==> src/rtl/rxcsr_pkg.sv <==
package rxcsr_pkg;
  // Local register offsets, matched on the full host address
  localparam int unsigned OFF_WIN_END = 32'h1000;
  localparam int unsigned OFF_MEAS    = 32'h1000;
  localparam int unsigned OFF_MVAL    = 32'h1010;
  localparam int unsigned OFF_CALDONE = 32'h1020;
  localparam int unsigned OFF_CALBUSY = 32'h1030;
  localparam int unsigned OFF_LANE    = 32'h1040;
  localparam int unsigned OFF_OWN     = 32'h1050;
  localparam int unsigned OFF_RST     = 32'h1060;
  localparam int unsigned OFF_WAIT    = 32'h1070;
  localparam int unsigned OFF_CFG     = 32'h1080;

  // Clock-source selection reported by the config word (0 = default source)
  localparam logic CFG_CLKSRC = 1'b0;

  typedef enum logic [3:0] {
    RG_NONE, RG_WIN, RG_MEAS, RG_MVAL, RG_CALDONE, RG_CALBUSY,
    RG_LANE, RG_OWN, RG_RST, RG_WAIT, RG_CFG
  } region_e;
endpackage

==> src/rtl/rxcsr_decode.sv <==
module rxcsr_decode
  import rxcsr_pkg::*;
#(
  parameter int HOST_AW = 13
) (
  input  logic [HOST_AW-1:0] addr,
  output region_e            region
);
  always_comb begin
    if (addr < HOST_AW'(OFF_WIN_END)) begin
      region = RG_WIN;
    end else begin
      case (addr)
        HOST_AW'(OFF_MEAS):    region = RG_MEAS;
        HOST_AW'(OFF_MVAL):    region = RG_MVAL;
        HOST_AW'(OFF_CALDONE): region = RG_CALDONE;
        HOST_AW'(OFF_CALBUSY): region = RG_CALBUSY;
        HOST_AW'(OFF_LANE):    region = RG_LANE;
        HOST_AW'(OFF_OWN):     region = RG_OWN;
        HOST_AW'(OFF_RST):     region = RG_RST;
        HOST_AW'(OFF_WAIT):    region = RG_WAIT;
        HOST_AW'(OFF_CFG):     region = RG_CFG;
        default:               region = RG_NONE;
      endcase
    end
  end
endmodule

==> src/rtl/rxcsr_regs.sv <==
module rxcsr_regs
  import rxcsr_pkg::*;
#(
  parameter int DW     = 32,
  parameter int LSEL_W = 2
) (
  input  logic              clk,
  input  logic              rst_n,
  input  region_e           region,
  input  logic              wr_en,
  input  logic [DW-1:0]     wdata,
  input  logic [DW-1:0]     meas_count,
  input  logic              meas_valid,
  input  logic              pwrup_cal_done,
  input  logic              rx_cal_busy,
  input  logic              sel_wait,
  output logic [LSEL_W-1:0] lane_q,
  output logic              own_q,
  output logic              rst_q,
  output logic [DW-1:0]     rdata
);
  logic [DW-1:0] meas_q;
  logic          mval_q, done_q, busy_q;

  // Status sampling stage
  always_ff @(posedge clk) begin
    if (!rst_n) begin
      meas_q <= '0;
      mval_q <= 1'b0;
      done_q <= 1'b0;
      busy_q <= 1'b0;
    end else begin
      meas_q <= meas_count;
      mval_q <= meas_valid;
      done_q <= pwrup_cal_done;
      busy_q <= rx_cal_busy;
    end
  end

  // Control bits
  always_ff @(posedge clk) begin
    if (!rst_n) begin
      lane_q <= '0;
      own_q  <= 1'b0;
      rst_q  <= 1'b0;
    end else if (wr_en) begin
      case (region)
        RG_LANE: lane_q <= wdata[LSEL_W-1:0];
        RG_OWN:  own_q  <= wdata[0];
        RG_RST:  rst_q  <= wdata[0];
        default: ;
      endcase
    end
  end

  always_comb begin
    case (region)
      RG_MEAS:    rdata = meas_q;
      RG_MVAL:    rdata = DW'(mval_q);
      RG_CALDONE: rdata = DW'(done_q);
      RG_CALBUSY: rdata = DW'(busy_q);
      RG_LANE:    rdata = DW'(lane_q);
      RG_OWN:     rdata = DW'(own_q);
      RG_RST:     rdata = DW'(rst_q);
      RG_WAIT:    rdata = DW'(sel_wait);
      RG_CFG:     rdata = DW'(CFG_CLKSRC);
      default:    rdata = '0;
    endcase
  end
endmodule

==> src/rtl/rxcsr_lane_mux.sv <==
module rxcsr_lane_mux #(
  parameter int LANES  = 3,
  parameter int AW     = 10,
  parameter int DW     = 32,
  parameter int LSEL_W = 2
) (
  input  logic                own,
  input  logic                host_live,
  input  logic [LSEL_W-1:0]   lane_sel,
  input  logic [AW-1:0]       host_baddr,
  input  logic                host_read,
  input  logic                host_write,
  input  logic [DW-1:0]       host_wdata,
  input  logic [LANES*AW-1:0] alt_addr,
  input  logic [LANES-1:0]    alt_read,
  input  logic [LANES-1:0]    alt_write,
  input  logic [LANES*DW-1:0] alt_wdata,
  output logic [LANES*DW-1:0] alt_rdata,
  output logic [LANES-1:0]    alt_waitreq,
  output logic [LANES*AW-1:0] rcfg_addr,
  output logic [LANES-1:0]    rcfg_read,
  output logic [LANES-1:0]    rcfg_write,
  output logic [LANES*DW-1:0] rcfg_wdata,
  input  logic [LANES*DW-1:0] rcfg_rdata,
  input  logic [LANES-1:0]    rcfg_waitreq,
  output logic                sel_wait,
  output logic [DW-1:0]       sel_rdata
);
  for (genvar i = 0; i < LANES; i++) begin : g_lane
    logic hit;
    assign hit = host_live && (lane_sel == LSEL_W'(i));
    assign rcfg_addr[i*AW +: AW]  = own ? host_baddr : alt_addr[i*AW +: AW];
    assign rcfg_wdata[i*DW +: DW] = own ? host_wdata : alt_wdata[i*DW +: DW];
    assign rcfg_read[i]   = own ? (hit && host_read)  : alt_read[i];
    assign rcfg_write[i]  = own ? (hit && host_write) : alt_write[i];
    assign alt_rdata[i*DW +: DW] = rcfg_rdata[i*DW +: DW];
    assign alt_waitreq[i] = own ? 1'b1 : rcfg_waitreq[i];
  end

  always_comb begin
    sel_wait  = 1'b0;
    sel_rdata = '0;
    for (int i = 0; i < LANES; i++) begin
      if (lane_sel == LSEL_W'(i)) begin
        sel_wait  = rcfg_waitreq[i];
        sel_rdata = rcfg_rdata[i*DW +: DW];
      end
    end
  end
endmodule

==> src/rtl/rxphy_csr_bridge.sv <==
module rxphy_csr_bridge
  import rxcsr_pkg::*;
#(
  parameter int LANES   = 3,
  parameter int DW      = 32,
  parameter int HOST_AW = 13
) (
  input  logic                       clk,
  input  logic                       rst_n,
  input  logic [HOST_AW-1:0]         host_addr,
  input  logic                       host_read,
  input  logic                       host_write,
  input  logic [DW-1:0]              host_wdata,
  output logic [DW-1:0]              host_rdata,
  output logic                       host_waitrequest,
  input  logic [LANES*(HOST_AW-3)-1:0] alt_addr,
  input  logic [LANES-1:0]           alt_read,
  input  logic [LANES-1:0]           alt_write,
  input  logic [LANES*DW-1:0]        alt_wdata,
  output logic [LANES*DW-1:0]        alt_rdata,
  output logic [LANES-1:0]           alt_waitreq,
  output logic [LANES*(HOST_AW-3)-1:0] rcfg_addr,
  output logic [LANES-1:0]           rcfg_read,
  output logic [LANES-1:0]           rcfg_write,
  output logic [LANES*DW-1:0]        rcfg_wdata,
  input  logic [LANES*DW-1:0]        rcfg_rdata,
  input  logic [LANES-1:0]           rcfg_waitreq,
  input  logic [DW-1:0]              meas_count,
  input  logic                       meas_valid,
  input  logic                       pwrup_cal_done,
  input  logic                       rx_cal_busy,
  output logic [$clog2(LANES+1)-1:0] lane_sel,
  output logic                       rcfg_en,
  output logic                       rx_reset
);
  localparam int RCFG_AW = HOST_AW - 3;
  localparam int LSEL_W  = $clog2(LANES + 1);

  region_e       region;
  logic          in_win, lane_ok, host_live, sel_wait;
  logic [DW-1:0] sel_rdata, local_rdata;

  rxcsr_decode #(.HOST_AW(HOST_AW)) u_decode (
    .addr   (host_addr),
    .region (region)
  );

  assign in_win    = (region == RG_WIN);
  assign lane_ok   = (lane_sel < LSEL_W'(LANES));
  assign host_live = in_win && rcfg_en && lane_ok;

  rxcsr_regs #(.DW(DW), .LSEL_W(LSEL_W)) u_regs (
    .clk            (clk),
    .rst_n          (rst_n),
    .region         (region),
    .wr_en          (host_write && !in_win),
    .wdata          (host_wdata),
    .meas_count     (meas_count),
    .meas_valid     (meas_valid),
    .pwrup_cal_done (pwrup_cal_done),
    .rx_cal_busy    (rx_cal_busy),
    .sel_wait       (sel_wait),
    .lane_q         (lane_sel),
    .own_q          (rcfg_en),
    .rst_q          (rx_reset),
    .rdata          (local_rdata)
  );

  rxcsr_lane_mux #(.LANES(LANES), .AW(RCFG_AW), .DW(DW), .LSEL_W(LSEL_W)) u_mux (
    .own          (rcfg_en),
    .host_live    (host_live),
    .lane_sel     (lane_sel),
    .host_baddr   (host_addr[HOST_AW-2:2]),
    .host_read    (host_read),
    .host_write   (host_write),
    .host_wdata   (host_wdata),
    .alt_addr     (alt_addr),
    .alt_read     (alt_read),
    .alt_write    (alt_write),
    .alt_wdata    (alt_wdata),
    .alt_rdata    (alt_rdata),
    .alt_waitreq  (alt_waitreq),
    .rcfg_addr    (rcfg_addr),
    .rcfg_read    (rcfg_read),
    .rcfg_write   (rcfg_write),
    .rcfg_wdata   (rcfg_wdata),
    .rcfg_rdata   (rcfg_rdata),
    .rcfg_waitreq (rcfg_waitreq),
    .sel_wait     (sel_wait),
    .sel_rdata    (sel_rdata)
  );

  assign host_waitrequest = host_live && (host_read || host_write) && sel_wait;
  assign host_rdata = host_live ? sel_rdata : (in_win ? '0 : local_rdata);
endmodule

==> config.mk <==
export PLATFORM = sky130hd
export DESIGN_NAME = rxphy_csr_bridge
export DESIGN_NICKNAME = d
export VERILOG_FILES = /design/src/rtl/rxcsr_pkg.sv /design/src/rtl/rxcsr_decode.sv /design/src/rtl/rxcsr_regs.sv /design/src/rtl/rxcsr_lane_mux.sv /design/src/rtl/rxphy_csr_bridge.sv
export SDC_FILE = /design/constraint.sdc
export NUM_CORES = 1
export LEC_CHECK = 0
export ABC_AREA = 1
export BUFFER_PORTS_ARGS = -buffer_cell sky130_fd_sc_hd__buf_2
export CORE_AREA = 2 2 227 229
export CTS_CLUSTER_DIAMETER = 150
export DETAILED_ROUTE_END_ITERATION = 12
export DIE_AREA = 0 0 229 231
export GPL_TIMING_DRIVEN = 0
export PLACE_DENSITY = 0.39
export SKIP_CTS_REPAIR_TIMING = 1
export SYNTH_ARGS = -nofsm -noshare
export SYNTH_HDL_FRONTEND = slang
export SYNTH_SLANG_ARGS = --single-unit
==> constraint.sdc <==
create_clock -name clk -period 3.26 [get_ports clk]
set_clock_uncertainty 0.1 [all_clocks]
set_input_delay 0.326 -clock clk [delete_from_list [all_inputs] [get_ports clk]]
set_output_delay 0.326 -clock clk [all_outputs]
set_load 0.005 [all_outputs]
== After elaboration in Yosys (flattened, before gate mapping) ==
Cells that the tools add are included.

* Magnitude comparators: 2
* Equality and inequality tests: 20
* Mux-type cells: 26
* Reduce and logical (&&, ||, !) cells: 20

{| class="wikitable"
|+ Operators by type and width
! cell !! number
|-
| $mux 32 || 8
|-
| $pmux 32 s8 || 1
|-
| $eq 13x13->1 const B || 9
|-
| $pmux 4 s9 || 1
|-
| $mux 10 || 3
|-
| $eq 4x3->1 const B || 4
|-
| $logic_and 1x1->1 || 14
|-
| $lt 13x13->1 const B || 1
|-
| $mux 1 || 12
|-
| $eq 4x2->1 const B || 2
|-
| $eq 4x4->1 const B || 2
|-
| $reduce_and 2->1 || 3
|-
| $eq 4x1->1 const B || 1
|-
| $mux 4 || 1
|-
| $eq 2x1->1 const B || 1
|-
| $eq 2x2->1 const B || 1
|-
| $logic_not 2->1 || 1
|-
| $lt 2x2->1 const B || 1
|-
| $logic_not 1->1 || 1
|-
| $logic_or 1x1->1 || 1
|}

* Flip-flop bits (word level): 39
* Output and inout port bits: 268
* Logic and storage cells: 75

== Longest topological paths before layout ==
* Depth after elaboration: 9
* Mapped depth: 8
* Depth with buffers taken out: 8

== Cells and area by module ==
From an unflattened synthesis, not the netlist that was laid out.

* Cell total of the unflattened synthesis: 997
* Area total of the unflattened synthesis: 5256.3 um^2

{| class="wikitable"
|+ By module, submodules not included
! module !! instances !! cells each !! area each (um^2)
|-
| rxcsr_lane_mux || 1 || 589 || 2821.5
|-
| rxcsr_regs || 1 || 240 || 1676.6
|-
| rxphy_csr_bridge || 1 || 121 || 556.8
|-
| rxcsr_decode || 1 || 47 || 201.4
|}

== Least setup slack after synthesis ==
Ideal clock, no wire load.

* Path type: flip-flop to output port
* From: register u_regs.lane_q[0]
* To: output rcfg_read[0]
* Arrival: 1.112 ns
* Required time: 2.834 ns
* Setup slack: 1.722 ns
* Stages on the path, launching flop included: 6
* Cell sequence: dfxtp_1 > buf_4 > nor2_2 > buf_4 > nand2_1 > o21ai_0

* Longest elaborated chain between the ends: 5

{| class="wikitable"
|+ Ends and longest elaborated chain
! what !! RTL line !! text
|-
| start, declared || rxcsr_regs.sv:17 || <nowiki>output logic [LSEL_W-1:0] lane_q,</nowiki>
|-
| start signal, assigned || rxcsr_regs.sv:48 || <nowiki>RG_LANE: lane_q <= wdata[LSEL_W-1:0];</nowiki>
|-
| $lt 2x2->1 || rxphy_csr_bridge.sv:49 || <nowiki>assign lane_ok = (lane_sel < LSEL_W'(LANES));</nowiki>
|-
| $logic_and 1x1->1 || rxphy_csr_bridge.sv:50 || <nowiki>assign host_live = in_win && rcfg_en && lane_ok;</nowiki>
|-
| $logic_and 1x1->1 (*) || rxcsr_lane_mux.sv:31 || <nowiki>assign hit = host_live && (lane_sel == LSEL_W'(i));</nowiki>
|-
| $logic_and 1x1->1 (*) || rxcsr_lane_mux.sv:34 || <nowiki>assign rcfg_read[i] = own ? (hit && host_read) : alt_read[i];</nowiki>
|-
| $mux 1 (*) || rxcsr_lane_mux.sv:34 ||
|-
| end, declared || rxphy_csr_bridge.sv:23 || <nowiki>output logic [LANES-1:0] rcfg_read,</nowiki>
|}

Every way passes the cells marked *; elsewhere a longest branch is shown, timed or not.

== Final worst setup path ==
* From: register u_regs.own_q
* To: output rcfg_wdata[43]

* Longest elaborated chain between the ends: 1

{| class="wikitable"
|+ Ends and longest elaborated chain
! what !! RTL line !! text
|-
| start, declared || rxcsr_regs.sv:18 || <nowiki>output logic own_q,</nowiki>
|-
| start signal, assigned || rxcsr_regs.sv:49 || <nowiki>RG_OWN: own_q <= wdata[0];</nowiki>
|-
| $mux 32 || rxcsr_lane_mux.sv:33 || <nowiki>assign rcfg_wdata[i*DW +: DW] = own ? host_wdata : alt_wdata[i*DW +: DW];</nowiki>
|-
| end, declared || rxphy_csr_bridge.sv:25 || <nowiki>output logic [LANES*DW-1:0] rcfg_wdata,</nowiki>
|}

No other way between the ends.

==> results.cfg <==
[run_status]
status = finished, final reports clean

[finish]
finalNonFillerCells = 2141
filler_cell_count = 6131
flow.area_growth_from_synthesis_pct = 87.1
share_of_cells_above_drive_strength_1 = 0.496
postLayoutCoreUtil = 0.166
fin_nets = 1775

[critical_path]
cp-end-kind = primary output
critPathMaxFanout = 10
worstSetupPathType = reg2out
worst_case_register_to_register_setup_slack_ps = 1760
timing.critical_path.arrival_ps = 2230
cp_data_required_time_ps = 2830
worst_setup_path_start_kind = flop

[logic_synthesis]
yosys_register_bits = 39
post-synth-top-count-cell = sky130_fd_sc_hd__nand2_1
yosys_most_used_dff = sky130_fd_sc_hd__dfxtp_1
synth_common_cells = sky130_fd_sc_hd__nand2_1 (485), sky130_fd_sc_hd__nand3_1 (110), sky130_fd_sc_hd__buf_4 (100), sky130_fd_sc_hd__inv_1 (48), sky130_fd_sc_hd__dfxtp_1 (39)
synthDominantCellAreaShare = 0.404
synth_top_cell_by_area = sky130_fd_sc_hd__nand2_1
postSynthNetCount = 1187
postSynth.asyncResetShare = 0
post_synth_main_area_contributors = sky130_fd_sc_hd__nand2_1 (40%), sky130_fd_sc_hd__dfxtp_1 (17%), sky130_fd_sc_hd__buf_4 (17%)
yosys_warnings = 0
post_synth.cell_area_avg_sq_um = 5.17
mappedNetlistArea_sq_um = 4510
synth_seq_area_share = 0.173
syn_inst = 872
number_of_distinct_library_cells_after_synthesis = 18
synth_enable_flop_cells = 0

[power]
relative_contribution_of_the_clock_network_to_total_power = 0.329
total_leakage_power_nw = 5.48
internal_power_mw = 1.21
power_total_mw = 1.79
power.share.sequential = 0.283
cellPowerDensity_nw_per_um2 = 212
switching_part_of_the_total = 0.321
switchingPower_uw = 574
logic_pwr_share = 0.388
vdd_drop_max_uv = 157

[placement]
dp_hpwl_mm = 39.3
count_of_input_and_output_buffers = 581
place.detailed.instances = 2133
globalplace.congestion = 0.992

[cts]
root_buffer = sky130_fd_sc_hd__clkbuf_16
reg_clk_slew_reported_paths_ps = 70
cts.sink_count = 39
tritoncts = built
tritoncts.num_buffers = 5
worst_skew_pair_latency_ps = 300
max_root_sink_buffers = 2
cts_max_level = 2

[floorplan]
die_area_sq_um = 52900
die-height_microns = 231
floorplan.io_pins = 583
placeableCoreArea_sq_um = 50700
initial_core_util = 0.0889
die_width_microns = 229
floorplan.rows = 83

[sta]
timing_worst_slew_pin_value_ps = 881
maxSlewHeadroom = 0.413
totalNegativeSetupSlack_ps = 0
grt_setup_unrepaired = no
final.period_utilization = 0.814
min_period_ps = 2650
fmaxAchievable_ghz = 0.377
timing.hold.ws_ps = 100
slew_viol_final = 0
finalHoldViolations = 0
setup_viol = 0

[drt]
vias = 7569
antenna_violating_nets_post_route = 0
drt-pass1-iter-count = 5
first_iter_violations = 260
detail_routed_via_count_per_cell = 3.54
totalWireLength_mm = 43.6
avgRoutedWirePerCell_microns = 20.4
drc = 0

[worst_hold_path]
hold_wc_path_type = in2reg

[global_routing]
via_count_of_the_first_global_routing_pass = 7634
grt_use_met3 = 0.0422
gr-usage-met1 = 0.169
gr-usage-all-layers = 0.158
first_pass_grt_wire_length_mm = 58.3
grtUsageMet2 = 0.299
antenna_found_initial = 6
grt.busiest_layer = met2
pin_count_of_the_biggest_net_entering_global_routing = 13
grt_remaining_overflow = 0

[run]
cap_violations = 0
## metrics by stage
step / setup slack [ps] / cell area (sq um)
floorplan: 1720 / 4510
global placement: 717 / 8270
detailed placement: 719 / 8270
CTS: 443 / 8430
global route: 404 / 8430
finish: 608 / 8430
## worst paths after layout
check	startpoint	endpoint	depth (start not counted)
max	u_regs.own_q$_SDFFE_PN0P_	rcfg_wdata[43]	5
min reg2reg	u_regs.rst_q$_SDFFE_PN0P_	u_regs.rst_q$_SDFFE_PN0P_	2
max reg2reg	u_regs.lane_q[0]$_SDFFE_PN0P_	u_regs.lane_q[0]$_SDFFE_PN0P_	4
min	meas_count[19]	u_regs.meas_q[19]$_SDFF_PN0_	3
## cells in the final DEF (no fill, tap or decap)
cell,count
sky130_fd_sc_hd__a21oi_1,6
sky130_fd_sc_hd__buf_1,3
sky130_fd_sc_hd__buf_2,607
sky130_fd_sc_hd__buf_4,100
sky130_fd_sc_hd__bufinv_16,1
sky130_fd_sc_hd__clkbuf_1,14
sky130_fd_sc_hd__clkbuf_16,5
sky130_fd_sc_hd__clkinvlp_4,1
sky130_fd_sc_hd__dfxtp_1,39
sky130_fd_sc_hd__diode_2,1
sky130_fd_sc_hd__inv_1,48
sky130_fd_sc_hd__inv_2,3
sky130_fd_sc_hd__nand2_1,485
sky130_fd_sc_hd__nand3_1,110
sky130_fd_sc_hd__nand4_1,4
sky130_fd_sc_hd__nor2_1,20
sky130_fd_sc_hd__nor2_2,2
sky130_fd_sc_hd__nor2_4,1
sky130_fd_sc_hd__o211ai_1,1
sky130_fd_sc_hd__o21ai_0,6
sky130_fd_sc_hd__o21ai_2,1
sky130_fd_sc_hd__or2_2,3
## power by group through the flow
stage          clock network (mW)  registers (mW)  logic, mW
6_report                    0.587           0.506      0.693
4_1_cts                     0.629           0.506      0.708
3_3_place_gp                    0           0.516      0.705
5_1_grt                     0.647           0.508      0.753
2_1_floorplan                   0           0.515      0.233
3_5_place_dp                    0           0.517      0.703
## routing by layer
metal,vias up,part of all wire
met3,36,0.073
met1,3437,0.38
met2,339,0.52
met4,10,0.027
met5,-,0.0013
li1,3747,-
## critical path, cell delays in order (launching register included)
cell and delay (ps):
sky130_fd_sc_hd__dfxtp_1 440, sky130_fd_sc_hd__clkbuf_1 510, sky130_fd_sc_hd__buf_2 380, sky130_fd_sc_hd__nand2_1 210, sky130_fd_sc_hd__nand2_1 230, sky130_fd_sc_hd__buf_2 150
## area by class of cell
type / count / area [sq um] / area share
Antenna cell: 1 / 2.50 / 0.000297
Timing Repair Buffer: 581 / 2910 / 0.345
Clock inverter: 2 / 37.5 / 0.00445
Tap cell: 680 / 851 / 0.101
Buffer: 143 / 945 / 0.112
Inverter: 51 / 191 / 0.0227
Clock buffer: 5 / 125 / 0.0148
Multi-Input combinational cell: 639 / 2590 / 0.307
Sequential cell: 39 / 781 / 0.0926
## registers in the layout, indices dropped and copies added (netlist names)
register	cells
u_regs.mval_q	1
u_regs.lane_q	2
u_regs.own_q	1
u_regs.meas_q	32
u_regs.rst_q	1
u_regs.done_q	1
u_regs.busy_q	1
## logic make-up (layout without fill, tap and decap cells)
kind of cell	count (synthesis)	count (layout)	synth area share
AO/OA/AOI/OAI	14	14	0.0169
flip-flops	39	39	0.173
AND/OR/NAND/NOR	625	625	0.558
other	0	1	0
buffers and inverters	194	782	0.252
No activity file was read; power rests on OpenSTA's default activity.
